===== src/rtl/ssram_pkg.sv =====
package ssram_pkg;

   // Operation decoded for the current cycle from the sampled controls
   typedef enum logic [1:0] {
      OP_NONE  = 2'd0,
      OP_READ  = 2'd1,
      OP_WRITE = 2'd2,
      OP_DESEL = 2'd3
   } op_e;

endpackage


===== src/rtl/ssram_in_reg.sv =====
module ssram_in_reg #(
   parameter int AW = 6,
   parameter int NB = 4,
   parameter int BW = 8,
   localparam int DW = NB * BW
) (
   input  logic          clk,
   input  logic          rst_n,
   input  logic [AW-1:0] addr_i,
   input  logic [AW-1:0] seq_addr_i,
   input  logic          ce_n_i,
   input  logic          ce2_i,
   input  logic          ce3_n_i,
   input  logic          adsp_n_i,
   input  logic          adsc_n_i,
   input  logic          adv_n_i,
   input  logic          gw_n_i,
   input  logic          bwe_n_i,
   input  logic [NB-1:0] bw_n_i,
   input  logic [DW-1:0] wdata_i,
   input  logic          sleep_i,
   output logic [AW-1:0] addr_q,
   output logic [AW-1:0] seq_q,
   output logic          ce_n_q,
   output logic          ce2_q,
   output logic          ce3_n_q,
   output logic          adsp_n_q,
   output logic          adsc_n_q,
   output logic          adv_n_q,
   output logic          gw_n_q,
   output logic          bwe_n_q,
   output logic [NB-1:0] bw_n_q,
   output logic [DW-1:0] wdata_q,
   output logic          sleep_q
);

   // Controls reset to their inactive levels so no access opens out of reset
   always_ff @(posedge clk or negedge rst_n) begin
      if (!rst_n) begin
         addr_q   <= '0;
         seq_q    <= '0;
         ce_n_q   <= 1'b1;
         ce2_q    <= 1'b0;
         ce3_n_q  <= 1'b1;
         adsp_n_q <= 1'b1;
         adsc_n_q <= 1'b1;
         adv_n_q  <= 1'b1;
         gw_n_q   <= 1'b1;
         bwe_n_q  <= 1'b1;
         bw_n_q   <= '1;
         wdata_q  <= '0;
         sleep_q  <= 1'b0;
      end else begin
         addr_q   <= addr_i;
         seq_q    <= seq_addr_i;
         ce_n_q   <= ce_n_i;
         ce2_q    <= ce2_i;
         ce3_n_q  <= ce3_n_i;
         adsp_n_q <= adsp_n_i;
         adsc_n_q <= adsc_n_i;
         adv_n_q  <= adv_n_i;
         gw_n_q   <= gw_n_i;
         bwe_n_q  <= bwe_n_i;
         bw_n_q   <= bw_n_i;
         wdata_q  <= wdata_i;
         sleep_q  <= sleep_i;
      end
   end

endmodule


===== src/rtl/ssram_access.sv =====
module ssram_access
   import ssram_pkg::*;
#(
   parameter int AW      = 6,
   parameter int NB      = 4,
   parameter int REC_CYC = 2,
   localparam int RW     = $clog2(REC_CYC + 1)
) (
   input  logic          clk,
   input  logic          rst_n,
   input  logic [AW-1:0] addr_q,
   input  logic [AW-1:0] seq_q,
   input  logic          ce_n_q,
   input  logic          ce2_q,
   input  logic          ce3_n_q,
   input  logic          adsp_n_q,
   input  logic          adsc_n_q,
   input  logic          adv_n_q,
   input  logic          gw_n_q,
   input  logic          bwe_n_q,
   input  logic [NB-1:0] bw_n_q,
   input  logic          sleep_q,
   output op_e           op_o,
   output logic          rd_start_o,
   output logic [AW-1:0] acc_addr_o,
   output logic [NB-1:0] lane_en_o
);

   logic          active_q, active_d;
   logic [AW-1:0] cur_q;
   logic [RW-1:0] rec_q;
   logic          chip_sel, p_go, c_go, strobe;
   logic          acc, start, desel, wr_req, blocked;

   always_comb begin
      chip_sel   = !ce_n_q && ce2_q && !ce3_n_q;
      p_go       = !adsp_n_q && !ce_n_q;
      c_go       = !adsc_n_q;
      strobe     = p_go || c_go;
      active_d   = active_q;
      acc        = 1'b0;
      start      = 1'b0;
      desel      = 1'b0;
      acc_addr_o = cur_q;
      if (sleep_q) begin
         active_d = 1'b0;
         desel    = 1'b1;
      end else if (strobe) begin
         if (chip_sel) begin
            active_d   = 1'b1;
            acc        = 1'b1;
            start      = 1'b1;
            acc_addr_o = addr_q;
         end else begin
            active_d = 1'b0;
            desel    = 1'b1;
         end
      end else if (active_q) begin
         acc = 1'b1;
         if (!adv_n_q) acc_addr_o = seq_q;
      end
   end

   // Global write covers every lane; otherwise the byte selects apply
   always_comb begin
      if (!gw_n_q)       lane_en_o = '1;
      else if (!bwe_n_q) lane_en_o = ~bw_n_q;
      else               lane_en_o = '0;
   end

   assign wr_req  = |lane_en_o;
   assign blocked = sleep_q || (rec_q != '0);

   always_comb begin
      if (desel)      op_o = OP_DESEL;
      else if (!acc)  op_o = OP_NONE;
      else if (!wr_req) op_o = OP_READ;
      else if (blocked) op_o = OP_NONE;
      else            op_o = OP_WRITE;
   end

   assign rd_start_o = start && (op_o == OP_READ);

   always_ff @(posedge clk or negedge rst_n) begin
      if (!rst_n) begin
         active_q <= 1'b0;
         cur_q    <= '0;
         rec_q    <= '0;
      end else begin
         active_q <= active_d;
         if (acc) cur_q <= acc_addr_o;
         if (sleep_q)            rec_q <= RW'(REC_CYC);
         else if (rec_q != '0)   rec_q <= rec_q - RW'(1);
      end
   end

endmodule


===== src/rtl/ssram_array.sv =====
module ssram_array #(
   parameter int AW = 6,
   parameter int NB = 4,
   parameter int BW = 8,
   localparam int DW    = NB * BW,
   localparam int DEPTH = 1 << AW
) (
   input  logic          clk,
   input  logic          we_i,
   input  logic [AW-1:0] addr_i,
   input  logic [NB-1:0] lane_en_i,
   input  logic [DW-1:0] wdata_i,
   output logic [DW-1:0] rdata_o
);

   // One storage bank per byte lane; each bank has its own write enable
   for (genvar g = 0; g < NB; g++) begin : g_lane
      logic [BW-1:0] cells [DEPTH];
      logic [BW-1:0] rd_lane;

      always_ff @(posedge clk) begin
         if (we_i && lane_en_i[g]) cells[addr_i] <= wdata_i[g*BW +: BW];
         rd_lane <= cells[addr_i];
      end

      assign rdata_o[g*BW +: BW] = rd_lane;
   end

endmodule


===== src/rtl/ssram_outpipe.sv =====
module ssram_outpipe
   import ssram_pkg::*;
#(
   parameter int DW = 32
) (
   input  logic          clk,
   input  logic          rst_n,
   input  op_e           op_i,
   input  logic          rd_start_i,
   input  logic [DW-1:0] rdata_i,
   input  logic          oe_n_i,
   output logic [DW-1:0] dq_o,
   output logic          dq_oe_o
);

   logic          v1_q, v2_q, hold_q;
   logic [DW-1:0] dout_q;
   logic          kill;

   assign kill = (op_i == OP_DESEL);

   always_ff @(posedge clk or negedge rst_n) begin
      if (!rst_n) begin
         v1_q   <= 1'b0;
         v2_q   <= 1'b0;
         hold_q <= 1'b0;
         dout_q <= '0;
      end else begin
         v1_q <= (op_i == OP_READ);
         v2_q <= v1_q && !kill;
         if (v1_q) dout_q <= rdata_i;
         if (op_i == OP_WRITE) hold_q <= 1'b1;
         else if (rd_start_i)  hold_q <= 1'b0;
      end
   end

   assign dq_oe_o = !oe_n_i && v2_q && !hold_q && (op_i != OP_WRITE);
   assign dq_o    = dq_oe_o ? dout_q : '0;

endmodule


===== src/rtl/ssram_ctl_front.sv =====
module ssram_ctl_front
   import ssram_pkg::*;
#(
   parameter int AW      = 6,
   parameter int NB      = 4,
   parameter int BW      = 8,
   parameter int REC_CYC = 2,
   localparam int DW     = NB * BW
) (
   input  logic          clk,
   input  logic          rst_n,
   input  logic [AW-1:0] addr_i,
   input  logic [AW-1:0] seq_addr_i,
   input  logic          ce_n_i,
   input  logic          ce2_i,
   input  logic          ce3_n_i,
   input  logic          adsp_n_i,
   input  logic          adsc_n_i,
   input  logic          adv_n_i,
   input  logic          gw_n_i,
   input  logic          bwe_n_i,
   input  logic [NB-1:0] bw_n_i,
   input  logic [DW-1:0] wdata_i,
   input  logic          oe_n_i,
   input  logic          sleep_i,
   output logic [DW-1:0] dq_o,
   output logic          dq_oe_o
);

   if (AW < 1 || AW > 12) begin : g_bad_aw
      $error("ssram_ctl_front: AW must lie in 1..12");
   end
   if (NB < 1 || BW < 1) begin : g_bad_lanes
      $error("ssram_ctl_front: NB and BW must be at least 1");
   end
   if (REC_CYC < 1) begin : g_bad_rec
      $error("ssram_ctl_front: REC_CYC must be at least 1");
   end

   logic [AW-1:0] addr_q, seq_q, acc_addr;
   logic          ce_n_q, ce2_q, ce3_n_q, adsp_n_q, adsc_n_q, adv_n_q;
   logic          gw_n_q, bwe_n_q, sleep_q, rd_start, arr_we;
   logic [NB-1:0] bw_n_q, lane_en;
   logic [DW-1:0] wdata_q, rdata;
   op_e           op;

   ssram_in_reg #(.AW(AW), .NB(NB), .BW(BW)) u_in (
      .clk, .rst_n,
      .addr_i, .seq_addr_i, .ce_n_i, .ce2_i, .ce3_n_i,
      .adsp_n_i, .adsc_n_i, .adv_n_i, .gw_n_i, .bwe_n_i,
      .bw_n_i, .wdata_i, .sleep_i,
      .addr_q, .seq_q, .ce_n_q, .ce2_q, .ce3_n_q,
      .adsp_n_q, .adsc_n_q, .adv_n_q, .gw_n_q, .bwe_n_q,
      .bw_n_q, .wdata_q, .sleep_q
   );

   ssram_access #(.AW(AW), .NB(NB), .REC_CYC(REC_CYC)) u_acc (
      .clk, .rst_n,
      .addr_q, .seq_q, .ce_n_q, .ce2_q, .ce3_n_q,
      .adsp_n_q, .adsc_n_q, .adv_n_q, .gw_n_q, .bwe_n_q,
      .bw_n_q, .sleep_q,
      .op_o(op), .rd_start_o(rd_start), .acc_addr_o(acc_addr), .lane_en_o(lane_en)
   );

   assign arr_we = (op == OP_WRITE);

   ssram_array #(.AW(AW), .NB(NB), .BW(BW)) u_arr (
      .clk, .we_i(arr_we), .addr_i(acc_addr), .lane_en_i(lane_en),
      .wdata_i(wdata_q), .rdata_o(rdata)
   );

   ssram_outpipe #(.DW(DW)) u_out (
      .clk, .rst_n, .op_i(op), .rd_start_i(rd_start), .rdata_i(rdata),
      .oe_n_i, .dq_o, .dq_oe_o
   );

endmodule


===== config.mk =====
export PLATFORM = sky130hd
export DESIGN_NAME = ssram_ctl_front
export DESIGN_NICKNAME = d
export VERILOG_FILES = /design/src/rtl/ssram_pkg.sv /design/src/rtl/ssram_in_reg.sv /design/src/rtl/ssram_access.sv /design/src/rtl/ssram_array.sv /design/src/rtl/ssram_outpipe.sv /design/src/rtl/ssram_ctl_front.sv
export SDC_FILE = /design/constraint.sdc
export NUM_CORES = 2
export LEC_CHECK = 0
export BUFFER_PORTS_ARGS = -buffer_cell sky130_fd_sc_hd__buf_4
export CAP_MARGIN = 10
export CORE_ASPECT_RATIO = 0.75
export CORE_MARGIN = 1
export CORE_UTILIZATION = 50
export CTS_CLUSTER_DIAMETER = 200
export DETAILED_ROUTE_END_ITERATION = 8
export PLACE_DENSITY_LB_ADDON = 0.3
export SLEW_MARGIN = 20
export SYNTH_ARGS = -nofsm -noshare
export SYNTH_HDL_FRONTEND = slang
export SYNTH_SLANG_ARGS = --single-unit

===== constraint.sdc =====
create_clock -name clk -period 4.9 [get_ports clk]
set_clock_uncertainty 0.1 [all_clocks]
set_input_delay 0.49 -clock clk [delete_from_list [all_inputs] [get_ports clk]]
set_output_delay 0.49 -clock clk [all_outputs]
set_load 0.05 [all_outputs]

==> impl_metrics.tcl <==
set metrics [dict create \
    ios 93 \
    critPathLaunchType "flop" \
    drtIter0Drc 6780 \
    p_comb_frac 0.160 \
    ys_seq_area_frac 0.776 \
    status "finished clean" \
    synth_seq_cells 2181 \
    start_util 0.505 \
    first_pass_iters 6 \
    cp_max_fo 40 \
    ys_warn_count 0 \
    power_switching_share 0.266 \
    synth-edff-count 2048 \
    synthFlopType "edfxtp_1" \
    netlist_instances 4863 \
    hold_slack_ns 0.0951 \
    fp.dieH_um 356 \
    dp.cells 7013 \
    required_ns 5.47 \
    overflow 0 \
    synthArstFlopShare 0.0463 \
    cts_buffers 197 \
    utilization 0.570 \
    avgSynthCellArea_um2 17.1 \
    fin_setup_tns_ns 0 \
    worst_ep_arrival_time_ns 5.24 \
    layout.cells.non_filler 7446 \
    routed_wl_um 218000 \
    slew_headroom 0.192 \
    synth_commonest_cells "2,048 x edfxtp_1, 533 x nand2_1, 275 x nor2_1" \
    htree_num_levels 4 \
    worst-setup-path-type "reg -> reg" \
    ir_drop_uv 587 \
    synth_cell_types 68 \
    nFillCells 12300 \
    clock-sinks 2181 \
    gp_congestion 0.846 \
    num_vias 46800 \
    rows 129 \
    antenna_left 0 \
    rsz0062_at_grt "no" \
    dieArea_um2 168000 \
    reg2reg_slack_ns 0.23 \
    syn_nets 4924 \
    max_freq_mhz 214 \
    p_switching_mw 11.6 \
    cts_resized 0 \
    hold_violations 0 \
    powerDensity_nw_per_um2 461 \
    drc 0 \
    worst_setup_path_end_kind "flop" \
    root_buffer "clkbuf_16" \
    cts_tree "yes" \
    grt_pass1_vias 45000 \
    via_per_inst 6.29 \
    p_seq_frac 0.484 \
    drive_above_1_share 0.177 \
    die-width_um 473 \
    core_region_area_um2 165000 \
    worstMarginPinSlew_ns 1.18 \
    intPower_mw 31.8 \
    cts_max_path_buffers 3 \
    drv_cap 0 \
    grtUsageTotal 0.258 \
    finalMaxSlewViolations 0 \
    dp_hpwl_um 129000 \
    yosysTopAreaCellShare 0.738 \
    period_share 0.953 \
    grt_max_degree 136 \
    yosysMostFrequentCell "edfxtp_1" \
    clk_pin_slew_worst_paths_ns 0.06 \
    insertion_delay_ns 0.84 \
    hold_class "in -> async" \
    layout_min_cycle_time_ns 4.67 \
    synth_top_area_cell "edfxtp_1" \
    wl_per_cell_um 29.3 \
    syn_to_final_growth_pct 12.9 \
    netlist_area_um2 83300 \
    setup_viol 0 \
    p_leak_nw 30.0 \
    numPortBuffers 92 \
    antenna_found_initial 10 \
    grt_pass1_wl_um 316000 \
    nets 5104 \
    pwr-share-clk 0.356 \
    synth_area_leaders "edfxtp_1 74%, mux4_2 3.3%, mux2_2 2.8%" \
]
==> metal layers <==
metal / global-route usage / vias to the layer above / share of wire
met1: 0.402 / 24000 / 0.43
met3: 0.0553 / 284 / 0.11
met2: 0.370 / 2814 / 0.44
li1: - / 19700 / -
met4: 0.0669 / 4 / 0.021
met5: 0 / - / 0.00011
==> power by group through the flow <==
stage	combinational, mW	clock [mW]	sequential [mW]
finish	6.96	15.4	21.0
global route	7.32	16.2	21.0
CTS	6.88	15.5	21.0
detailed placement	6.81	0	21.4
global placement	6.75	0	21.4
floorplan	4.16	0	21.3
==> per-stage QoR <==
stage | setup slack, ns | total power [mW] | instance area (um^2)
2_1_floorplan | 1.46 | 25.4 | 83300
3_3_place_gp | 0.232 | 28.2 | 87000
3_5_place_dp | 0.321 | 28.2 | 87000
4_1_cts | 0.310 | 43.5 | 94000
5_1_grt | 0.0595 | 44.6 | 94000
6_report | 0.229 | 43.4 | 94000
==> critical path: stages (launching register included) <==
cell and delay (ns):
dfstp_2 0.39, nor3b_2 0.57, a22oi_2 0.24, a221oi_4 0.43
inv_4 0.18, and3_4 0.35, buf_4 0.36, a221o_1 0.47
a2111oi_0 1.06, buf_4 0.26, o211ai_1 0.10
==> cells in the final DEF (no fill, tap or decap), types with 29 or more instances in the layout <==
cell,n
edfxtp_1,2048
nand2_1,526
nor2_1,273
buf_4,218
mux2_2,206
clkbuf_16,202
mux2i_1,172
a22oi_1,148
a31oi_1,148
mux4_2,123
a21oi_1,114
o21ai_0,68
clkbuf_1,68
and3_1,66
a32oi_1,63
dlygate4sd3_1,58
dfrtp_1,57
a221oi_1,39
and2_1,38
o22ai_1,37
a211oi_1,34
dfrtp_2,33
dfxtp_1,32
a221o_1,31
a222oi_1,31
o211ai_1,30
clkinv_1,29
a311o_1,29
a211o_1,29
nor3_1,29
==> state kept, by name (all words and copies together), names as in the netlist, 2 cells and up <==
| name | flops |
|---|---|
| u_in.seq_q | 6 |
| u_acc.cur_q | 6 |
| u_acc.rec_q | 2 |
| u_in.addr_q | 6 |
| u_arr.g_lane.rd_lane | 32 |
| u_out.dout_q | 32 |
| u_arr.g_lane.cells | 2048 |
| u_in.bw_n_q | 4 |
| u_in.wdata_q | 32 |
==> area by class of cell <==
class	instances	area, um^2	area share
Sequential cell	2181	64700	0.688
Multi-Input combinational cell	2356	17400	0.185
Clock buffer	291	5600	0.0595
Tap cell	2227	2790	0.0296
Timing Repair Buffer	299	2670	0.0284
Clock inverter	81	827	0.00879
Inverter	8	45.0	0.000479
Antenna cell	3	7.51	0.0000798
==> path summary, 6_finish.rpt <==
| path | startpoint | endpoint | cells past startpoint |
|---|---|---|---|
| max in group asynchronous | rst_n | u_in.wdata_q[7]$_DFF_PN0_ | 3 |
| min in group clk | wdata_i[8] | u_in.wdata_q[8]$_DFF_PN0_ | 2 |
| setup reg to reg | u_in.ce_n_q$_DFF_PN1_ | u_arr.g_lane[2].rd_lane[3]$_DFF_P_ | 10 |
| setup / recovery | u_in.ce_n_q$_DFF_PN1_ | u_arr.g_lane[2].rd_lane[3]$_DFF_P_ | 10 |
| hold reg to reg | u_arr.g_lane[2].rd_lane[6]$_DFF_P_ | u_out.dout_q[22]$_DFFE_PN0P_ | 1 |
| hold / removal | rst_n | u_in.wdata_q[13]$_DFF_PN0_ | 2 |
==> logic make-up (layout without fill, tap and decap cells) <==
logic type      count (synthesis)  in the layout  synth area share
fa+ha+maj                       1              1          0.000150
flops                        2181           2181             0.776
simple gates                  977            977            0.0489
compound gates                876            876            0.0768
other cells                     0              3                 0
buf+inv                       326            679            0.0159
xor+xnor                        1              1          0.000105
mux                           501            501            0.0818
==> repair_timing <==
action,CTS,global route
buffers inserted,0,0
hold endpoints to repair,109,0
hold buffers,58,0
No activity file was read; power rests on OpenSTA's default activity.
